`config.mk`:
```
export PLATFORM = sky130hd
export DESIGN_NAME = tmr_wdt_share
export DESIGN_NICKNAME = d
export VERILOG_FILES = /design/src/rtl/tmr_wdt_share.sv
export SDC_FILE = /design/constraint.sdc
export NUM_CORES = 1
export LEC_CHECK = 0
export ABC_AREA = 1
export BUFFER_PORTS_ARGS = -buffer_cell sky130_fd_sc_hd__buf_2
export CAP_MARGIN = 0
export CORE_MARGIN = 2
export CORE_UTILIZATION = 50
export CTS_CLUSTER_DIAMETER = 40
export CTS_CLUSTER_SIZE = 14
export DETAILED_ROUTE_END_ITERATION = 16
export PLACE_DENSITY = 0.72
export SYNTH_ARGS = -nofsm -noshare
export SYNTH_HDL_FRONTEND = slang
export SYNTH_SLANG_ARGS = --single-unit
```
`constraint.sdc`:
```
create_clock -name clk -period 1.5 [get_ports clk]
set_clock_uncertainty 0.15 [all_clocks]
set_input_delay 0.3 -clock clk [delete_from_list [all_inputs] [get_ports clk]]
set_output_delay 0.3 -clock clk [all_outputs]
set_load 0.01 [all_outputs]
```
`src/rtl/tmr_wdt_share.sv`:
```
module tmr_wdt_share #(
  parameter int WW = 8
) (
  input  logic       clk,
  input  logic       rst_n,
  input  logic [7:0] wdata,
  input  logic       tmr_we,
  input  logic       opt_we,
  input  logic       icr_we,
  input  logic       wdt_clr,
  input  logic       cnt_en,
  input  logic       wdt_tick,
  output logic [7:0] tmr_q,
  output logic [7:0] opt_q,
  output logic [7:0] icr_q,
  output logic       t0_flag,
  output logic       wdt_rst
);
  localparam int RW = 8;
  localparam int FLAG_BIT = 2;
  localparam int ASSIGN_BIT = 3;

  logic [RW-1:0] div;
  logic [WW-1:0] wcnt;
  logic [2:0]    sel;
  logic          to_wdt;
  logic [RW-1:0] m_pre, m_post;
  logic          base_to, tmr_tick, wrap, fire, div_clr;

  assign sel     = opt_q[2:0];
  assign to_wdt  = opt_q[ASSIGN_BIT];
  assign m_pre   = {RW{1'b1}} >> (3'd7 - sel);
  assign m_post  = m_pre >> 1;
  assign base_to = wdt_tick & (&wcnt);
  assign div_clr = to_wdt ? wdt_clr : tmr_we;

  assign tmr_tick = cnt_en & (to_wdt | ((div & m_pre) == m_pre));
  assign wrap     = tmr_tick & ~tmr_we & (tmr_q == {RW{1'b1}});
  assign fire     = base_to & ~wdt_clr & (~to_wdt | ((div & m_post) == m_post));
  assign t0_flag  = icr_q[FLAG_BIT];

  always_ff @(posedge clk or negedge rst_n) begin
    if (!rst_n) begin
      div     <= '0;
      wcnt    <= '0;
      tmr_q   <= '0;
      opt_q   <= {RW{1'b1}};
      icr_q   <= '0;
      wdt_rst <= 1'b0;
    end else begin
      if (div_clr)
        div <= '0;
      else if (to_wdt ? base_to : cnt_en)
        div <= div + 1'b1;

      if (wdt_clr)
        wcnt <= '0;
      else if (wdt_tick)
        wcnt <= wcnt + 1'b1;

      if (tmr_we)
        tmr_q <= wdata;
      else if (tmr_tick)
        tmr_q <= tmr_q + 1'b1;

      if (opt_we)
        opt_q <= wdata;

      if (icr_we)
        icr_q <= wdata;
      if (wrap)
        icr_q[FLAG_BIT] <= 1'b1;

      wdt_rst <= fire;
    end
  end

  a_r5_rst_one_cycle: assert property (@(posedge clk) disable iff (!rst_n)
    wdt_rst |=> !wdt_rst);
  a_r5_rst_needs_tick: assert property (@(posedge clk) disable iff (!rst_n)
    $rose(wdt_rst) |-> $past(wdt_tick));
  a_r7_no_rst_after_clr: assert property (@(posedge clk) disable iff (!rst_n)
    wdt_clr |=> !wdt_rst);
  a_r3_write_loads: assert property (@(posedge clk) disable iff (!rst_n)
    tmr_we |=> tmr_q == $past(wdata));
  a_r4_flag_sticky: assert property (@(posedge clk) disable iff (!rst_n)
    (t0_flag && !(icr_we && !wdata[FLAG_BIT])) |=> t0_flag);
  a_r6_idle_timer_holds: assert property (@(posedge clk) disable iff (!rst_n)
    (!tmr_we && !cnt_en) |=> $stable(tmr_q));
  a_r8_opt_holds: assert property (@(posedge clk) disable iff (!rst_n)
    !opt_we |=> $stable(opt_q));
endmodule

```
==> impl_metrics.csv, run 1 <==
group,metric,value,unit
floorplan,io_pins,42,
yosys,yosysWarningCount,0,
run_status,status,"complete, but fails checks",
power_and_ir_drop,irDropWorstVdd,0.586,mV
clocking,clkTransAtPathRegs,0.07,ns
final_layout,finalNetCount,387,
sta,slew_headroom,80.0,%
route,drc,0,
sta,maxSlewViolCount,0,
final_layout,antenna_cells,0,
placed_design,place.gp.congestion,0.834,
critical_path,end_kind,"flop",
sta,fmax,601,MHz
final_layout,syn_to_final_growth,40.4,%
critical_path,cp_max_fo,6,
job,max-cap-violations,0,
yosys,syn_inst,278,
route,wl,6.02,mm
clocking,cts_tree,"yes",
floorplan,dieHeight,70.9,um
route,dr.first_iter.drc_count,82,
power_and_ir_drop,power_density,870,mW/mm2
global_routing,grt_pass1_vias,2066,
power_and_ir_drop,total_power,2.74,mW
sta,period_share,111,%
yosys,synth-seq-cells,41,
critical_path,crit_arrival,1.75,ns
sta,rsz0062_at_grt,"yes",
final_layout,fin_area,0.00315,mm2
route,wl_per_cell,14.3,um
floorplan,core,0.00432,mm2
route,vias_per_cell,5.33,
placed_design,dp_hpwl,4.08,mm
floorplan,num_rows,24,
critical_path,critPathRequiredTime,1.58,ns
clocking,cts-root-buf,"clkbuf_8",
sta,layout_setup_ws,-0.163,ns
final_layout,instances_no_fill,421,
sta,min_period,1.66,ns
run_status,violations,"setup timing",
clocking,clock_sinks,41,
critical_path,critPathLaunchType,"flop",
global_routing,grt_max_degree,42,
placed_design,port_buffers,41,
global_routing,grt_pass1_wl,9.65,mm
route,antenna_left,0,
yosys,synth_fp_nets,297,
yosys,yosysSeqAreaShare,46.2,%
sta,tns,-1.62,ns
yosys,postSynthAreaPerCell,8.06,um2
placed_design,place_inst,396,
clocking,h-tree-depth,2,
final_layout,final_util,72.7,%
sta,hold_viol,0,
floorplan,die_area,0.00503,mm2
route,drtPass1Iterations,4,
clocking,cts-buffers-inserted,5,
placed_design,post_dp_cell_area,0.00272,mm2
route,vias,2243,
sta,final-setup-viol-count,14,
hold_path,min_path_type,"in -> reg",
critical_path,critPathKind,"reg -> reg",
global_routing,grt.overflow.total,0,
power_and_ir_drop,leakage,1.59,nW
final_layout,drive_above_1_share,41.5,%
global_routing,grt.total_usage,24.5,%
clocking,cts_max_path_buffers,2,
yosys,synth_cell_types,34,
floorplan,die-width,70.9,um
clocking,clk_latency,0.29,ns
floorplan,initial_utilization,51.8,%
yosys,syn_area,0.00224,mm2
global_routing,grt_antenna_before_repair,0,
sta,worstMarginPinSlew,0.299,ns
==> power by group <==
group	switching (mW)	total, mW	internal [mW]
Combinational	0.373	0.698	0.326
Sequential	0.0894	1.30	1.21
Clock	0.364	0.739	0.375
==> synth_stat cells <==
cell type,n,area (um2)
nand2_1,101,379
dfrtp_1,33,826
nand3_1,23,115
inv_1,15,56.3
nor2_1,13,48.8
nand4_1,12,75.1
o21ai_0,12,60.1
a21oi_1,9,45.0
dfstp_2,8,210
xor2_1,6,52.6
inv_2,5,18.8
mux2_2,5,56.3
nor2_2,4,25.0
xnor2_1,4,35.0
clkbuf_1,3,11.3
ha_1,3,37.5
nor3_1,3,15.0
nand2_4,2,22.5
nor3b_1,2,15.0
a211oi_1,1,7.51
buf_2,1,5.00
buf_4,1,7.51
buf_6,1,11.3
mux2i_1,1,10.0
nand2_2,1,6.26
nand3_2,1,10.0
nand4_2,1,12.5
nand4_4,1,21.3
nor2_4,1,11.3
o21ai_1,1,5.00
o21ai_2,1,8.76
o21bai_1,1,7.51
or2_0,1,6.26
or2_1,1,6.26
==> through the flow <==
stage / hold WS, ns / worst slack [ns]
CTS: 0.0820 / -0.160
global placement: 0.139 / -0.104
global route: 0.0991 / -0.293
detailed placement: 0.136 / -0.162
floorplan: -0.146 / -0.0829
finish: 0.0904 / -0.163
==> state kept, by name, indices dropped and copies added (netlist names) <==
name / cells
div: 8
opt_q: 8
tmr_q: 8
wcnt: 8
wdt_rst: 1
icr_q: 8
==> final timing paths <==
check / from / end / slack (ns) / cells past startpoint
min in group asynchronous: rst_n / wcnt[4] / 0.35 / 3
max in group asynchronous: rst_n / opt_q[6] / 0.58 / 3
min reg2reg: icr_q[1] / icr_q[1] / 0.32 / 2
min: wdata[4] / icr_q[4] / 0.09 / 3
max reg2reg: opt_q[2] / tmr_q[4] / -0.16 / 10
max: opt_q[2] / tmr_q[4] / -0.16 / 10
==> layer usage <==
metal	share of wire [%]	GRT usage, %	up-vias	routed length (um)
li1	-	-	1091	-
met1	44	33.0	1074	2670
met2	49	39.9	64	2920
met3	4.9	4.70	14	295
met4	2.3	8.18	0	136
met5	0	0	-	0
==> area by class of cell <==
class	instances	area, um2
Clock buffer	8	90.1
Fill cell	317	1180
Inverter	20	77.6
Multi-Input combinational cell	212	1270
Sequential cell	41	1040
Tap cell	52	65.1
Timing Repair Buffer	88	609
==> kinds of logic (layout without fill, tap and decap cells) <==
logic type | count (synthesis) | in the layout | synth area share, %
adder cells (fa/ha/maj) | 3 | 3 | 1.68
flip-flops | 41 | 41 | 46.2
AO/OA/AOI/OAI | 25 | 25 | 5.97
multiplexers | 6 | 6 | 2.96
XOR/XNOR | 10 | 10 | 3.91
AND/OR/NAND/NOR | 167 | 168 | 34.3
buffers and inverters | 26 | 116 | 4.91
==> cells in the final DEF (no fill, tap or decap), types with 9 or more instances in the layout <==
master / instances
nor2_1: 9
nand2_1: 93
nand3_1: 16
buf_2: 37
inv_1: 15
nand4_1: 12
o21ai_0: 10
buf_4: 42
dfrtp_1: 32
==> critical path, cell delays in order (launching register included) <==
cell and delay (ns):
dfstp_2 0.59, inv_2 0.05, or2_0 0.19, nand2_1 0.06
nor2_1 0.03, nand2_1 0.06, nand2_2 0.08, nand2_4 0.13
buf_6 0.13, nand3_1 0.06, nand2_1 0.06
==> timing repair <==
action / in CTS / in global routing
buffers inserted: 6 / 10
endpoints found under the hold margin: 33 / 0
endpoints found under the setup margin: 21 / 24
resized for setup: 16 / 33
gates cloned: 1 / 0
pin swaps: 7 / 23
hold buffers: 1 / 0
Power figures use the tool's default switching activity.
==> inputs of run 2 (changes only) <==
- CELL_PAD_IN_SITES_DETAIL_PLACEMENT: not set -> 1
- CELL_PAD_IN_SITES_GLOBAL_PLACEMENT: not set -> 1
- CORE_UTILIZATION: 50 -> 36
- PLACE_DENSITY: 0.72 -> 0.7
==> run 2 against run 1 <==
The run still ends with setup timing left. Sequential share of layout area is 0.27 points lower. Clock power is essentially flat. Hold slack gained 0.0064 ns. Global-route usage fell by 4.0 points. Die area grew 37%. Core utilization is 19 points lower. Register-to-register slack worse by 0.08 ns. Sequential cell count did not move. Via count up 0.67%. Cell area is 0.84% higher. Final cell count grew 5.9%. Critical endpoint is now tmr_q[2]. Largest power group unchanged.
==> impl_metrics.csv, run 2 (synthesis gave the netlist of run 1 again) <==
group,metric,value,unit
critical_path,critical_path.cell_chain,"inv_2 -> or2_0 -> nand2_1 -> nor2_1 -> nand2_1 -> nand2_2 -> nand2_4 -> nand2_8 -> nand2_2 -> nand2_1",
sta,min_period,1.75,ns
job,max-cap-violations,0,
route,wl_per_cell,15.5,um
critical_path,critPathKind,"reg -> reg",
global_routing,grt_pass1_vias,2339,
route,vias_per_cell,5.06,
floorplan,num_rows,28,
global_routing,grt.total_usage,20.5,%
placed_design,place.gp.congestion,0.762,
final_layout,instances_no_fill,446,
critical_path,cp_max_fo,8,
clocking,cts_max_path_buffers,2,
floorplan,die_area,0.00687,mm2
critical_path,critPathRequiredTime,1.53,ns
clocking,cts-root-buf,"clkbuf_8",
sta,rsz0062_at_grt,"yes",
clocking,cts-buffers-inserted,5,
sta,worstMarginPinSlew,0.375,ns
route,drtPass1Iterations,4,
power_and_ir_drop,p_seq_share,46.9,%
final_layout,multi_input_area,0.00125,mm2
final_layout,finalNetCount,389,
floorplan,core,0.00596,mm2
floorplan,initial_utilization,37.6,%
hold_path,worstHoldStart,"wdata[6]",
clocking,cts_tree,"yes",
power_and_ir_drop,p_int,1.87,mW
final_layout,drive_above_1_share,40.7,%
sta,period_share,116,%
hold_path,holdPathStages,3,
route,dr.first_iter.drc_count,101,
clocking,clkTransAtPathRegs,0.09,ns
floorplan,io_pins,42,
sta,maxSlewViolCount,0,
power_and_ir_drop,power.share.clock,26.7,%
final_layout,syn_to_final_growth,41.5,%
power_and_ir_drop,power_density,873,mW/mm2
critical_path,end_kind,"flop",
global_routing,grt_antenna_before_repair,0,
critical_path,r2r_end,"tmr_q[2]",
power_and_ir_drop,combinationalPowerShare,26.4,%
hold_path,min_path_type,"in -> reg",
run_status,violations,"setup timing",
sta,slew_headroom,74.9,%
sta,layout_setup_ws,-0.247,ns
final_layout,layout_common_cells,"95 x nand2_1, 42 x buf_4, 39 x buf_2",
final_layout,n_fill_cell,744,
critical_path,cp_slowest_cell,"dfstp_2",
critical_path,r2r_cells,10,
power_and_ir_drop,power_switching,0.904,mW
final_layout,antenna_cells,0,
run_status,status,"complete, but fails checks",
sta,hold_viol,0,
critical_path,cpPeakStageDelay,0.60,ns
route,antenna_left,0,
route,wl,6.92,mm
global_routing,grt_max_degree,42,
power_and_ir_drop,total_power,2.77,mW
critical_path,critPathLaunchType,"flop",
final_layout,regArea,0.00104,mm2
critical_path,worst-path-stages,10,
placed_design,port_buffers,41,
clocking,h-tree-depth,2,
critical_path,critical-path-top-delay-family,"simple AND/OR/NAND/NOR gates",
power_and_ir_drop,irDropWorstVdd,0.375,mV
sta,final-setup-viol-count,22,
route,vias,2258,
critical_path,crit_buf_inv,1,
placed_design,dp_hpwl,4.78,mm
power_and_ir_drop,leakage,1.60,nW
hold_path,hold_end,"icr_q[6]",
floorplan,die-width,82.9,um
clocking,clk_latency,0.30,ns
placed_design,place_inst,423,
critical_path,crit_arrival,1.78,ns
floorplan,dieHeight,82.9,um
final_layout,final_util,53.3,%
global_routing,grt.overflow.total,0,
clocking,clock_sinks,41,
sta,fin_hold_ws,0.0968,ns
critical_path,crit_path_start,"opt_q[2]",
power_and_ir_drop,netSwitchingFraction,32.6,%
sta,fmax,572,MHz
final_layout,final_common_cell,"nand2_1",
global_routing,grt_pass1_wl,11.4,mm
route,drc,0,
critical_path,r2r-start,"opt_q[2]",
critical_path,cpMostUsedCell,"nand2_1",
critical_path,reg2reg_slack,-0.25,ns
-- run 2: how the worst max path moves through the flow --
stage,endpoint
finish,tmr_q[2]
global route,tmr_q[1]
CTS,tmr_q[2]
detailed placement,tmr_q[2]
global placement,tmr_q[0]
floorplan,tmr_q[5]
-- run 2: power by group through the flow --
stage                     combinational, mW  sequential [mW]  clock (mW)
after floorplan                       0.262             1.35           0
after global placement                0.609             1.31           0
after detailed placement              0.627             1.32           0
after CTS                             0.701             1.30       0.763
after global routing                  0.807             1.31       0.800
final                                 0.732             1.30       0.740
-- run 2: final cells by class --
type                            instances  area share (%)
Multi-Input combinational cell        212            39.4
Timing Repair Buffer                   90            19.8
Tap cell                               75            2.96
Clock inverter                          3           0.552
Clock buffer                            5            2.17
Sequential cell                        41            32.7
Inverter                               20            2.37
-- run 2: metrics by stage --
step,TNS (ns),area (um2),setup slack (ns)
after global placement,-1.15,2780,-0.138
after global routing,-4.49,3170,-0.346
final,-2.82,3170,-0.247
after floorplan,-0.659,2240,-0.0829
after detailed placement,-2.23,2780,-0.267
after CTS,-2.58,3060,-0.221
-- run 2: routing by layer --
layer / GRT usage (%) / vias to the layer above / share of wire (%)
met5: 0 / - / 0
met4: 5.22 / 0 / 0.87
met1: 27.0 / 1104 / 45
met3: 3.48 / 6 / 4.1
met2: 35.0 / 53 / 50
li1: - / 1095 / -
-- run 2: what timing repair did --
| item | in CTS | in global routing |
|---|---|---|
| pin swaps | 10 | 14 |
| buffers inserted | 7 | 6 |
| hold buffers | 1 | 0 |
| gates resized for setup | 22 | 18 |
| endpoints found under the hold margin | 33 | 0 |
| cloned | 1 | 0 |
| setup endpoints to repair | 22 | 24 |
-- run 2: worst min-delay path: cells and delay by family --
family                 cells  cell delay (ns)
buffers and inverters      1             0.10
and+or+nand+nor            2             0.11
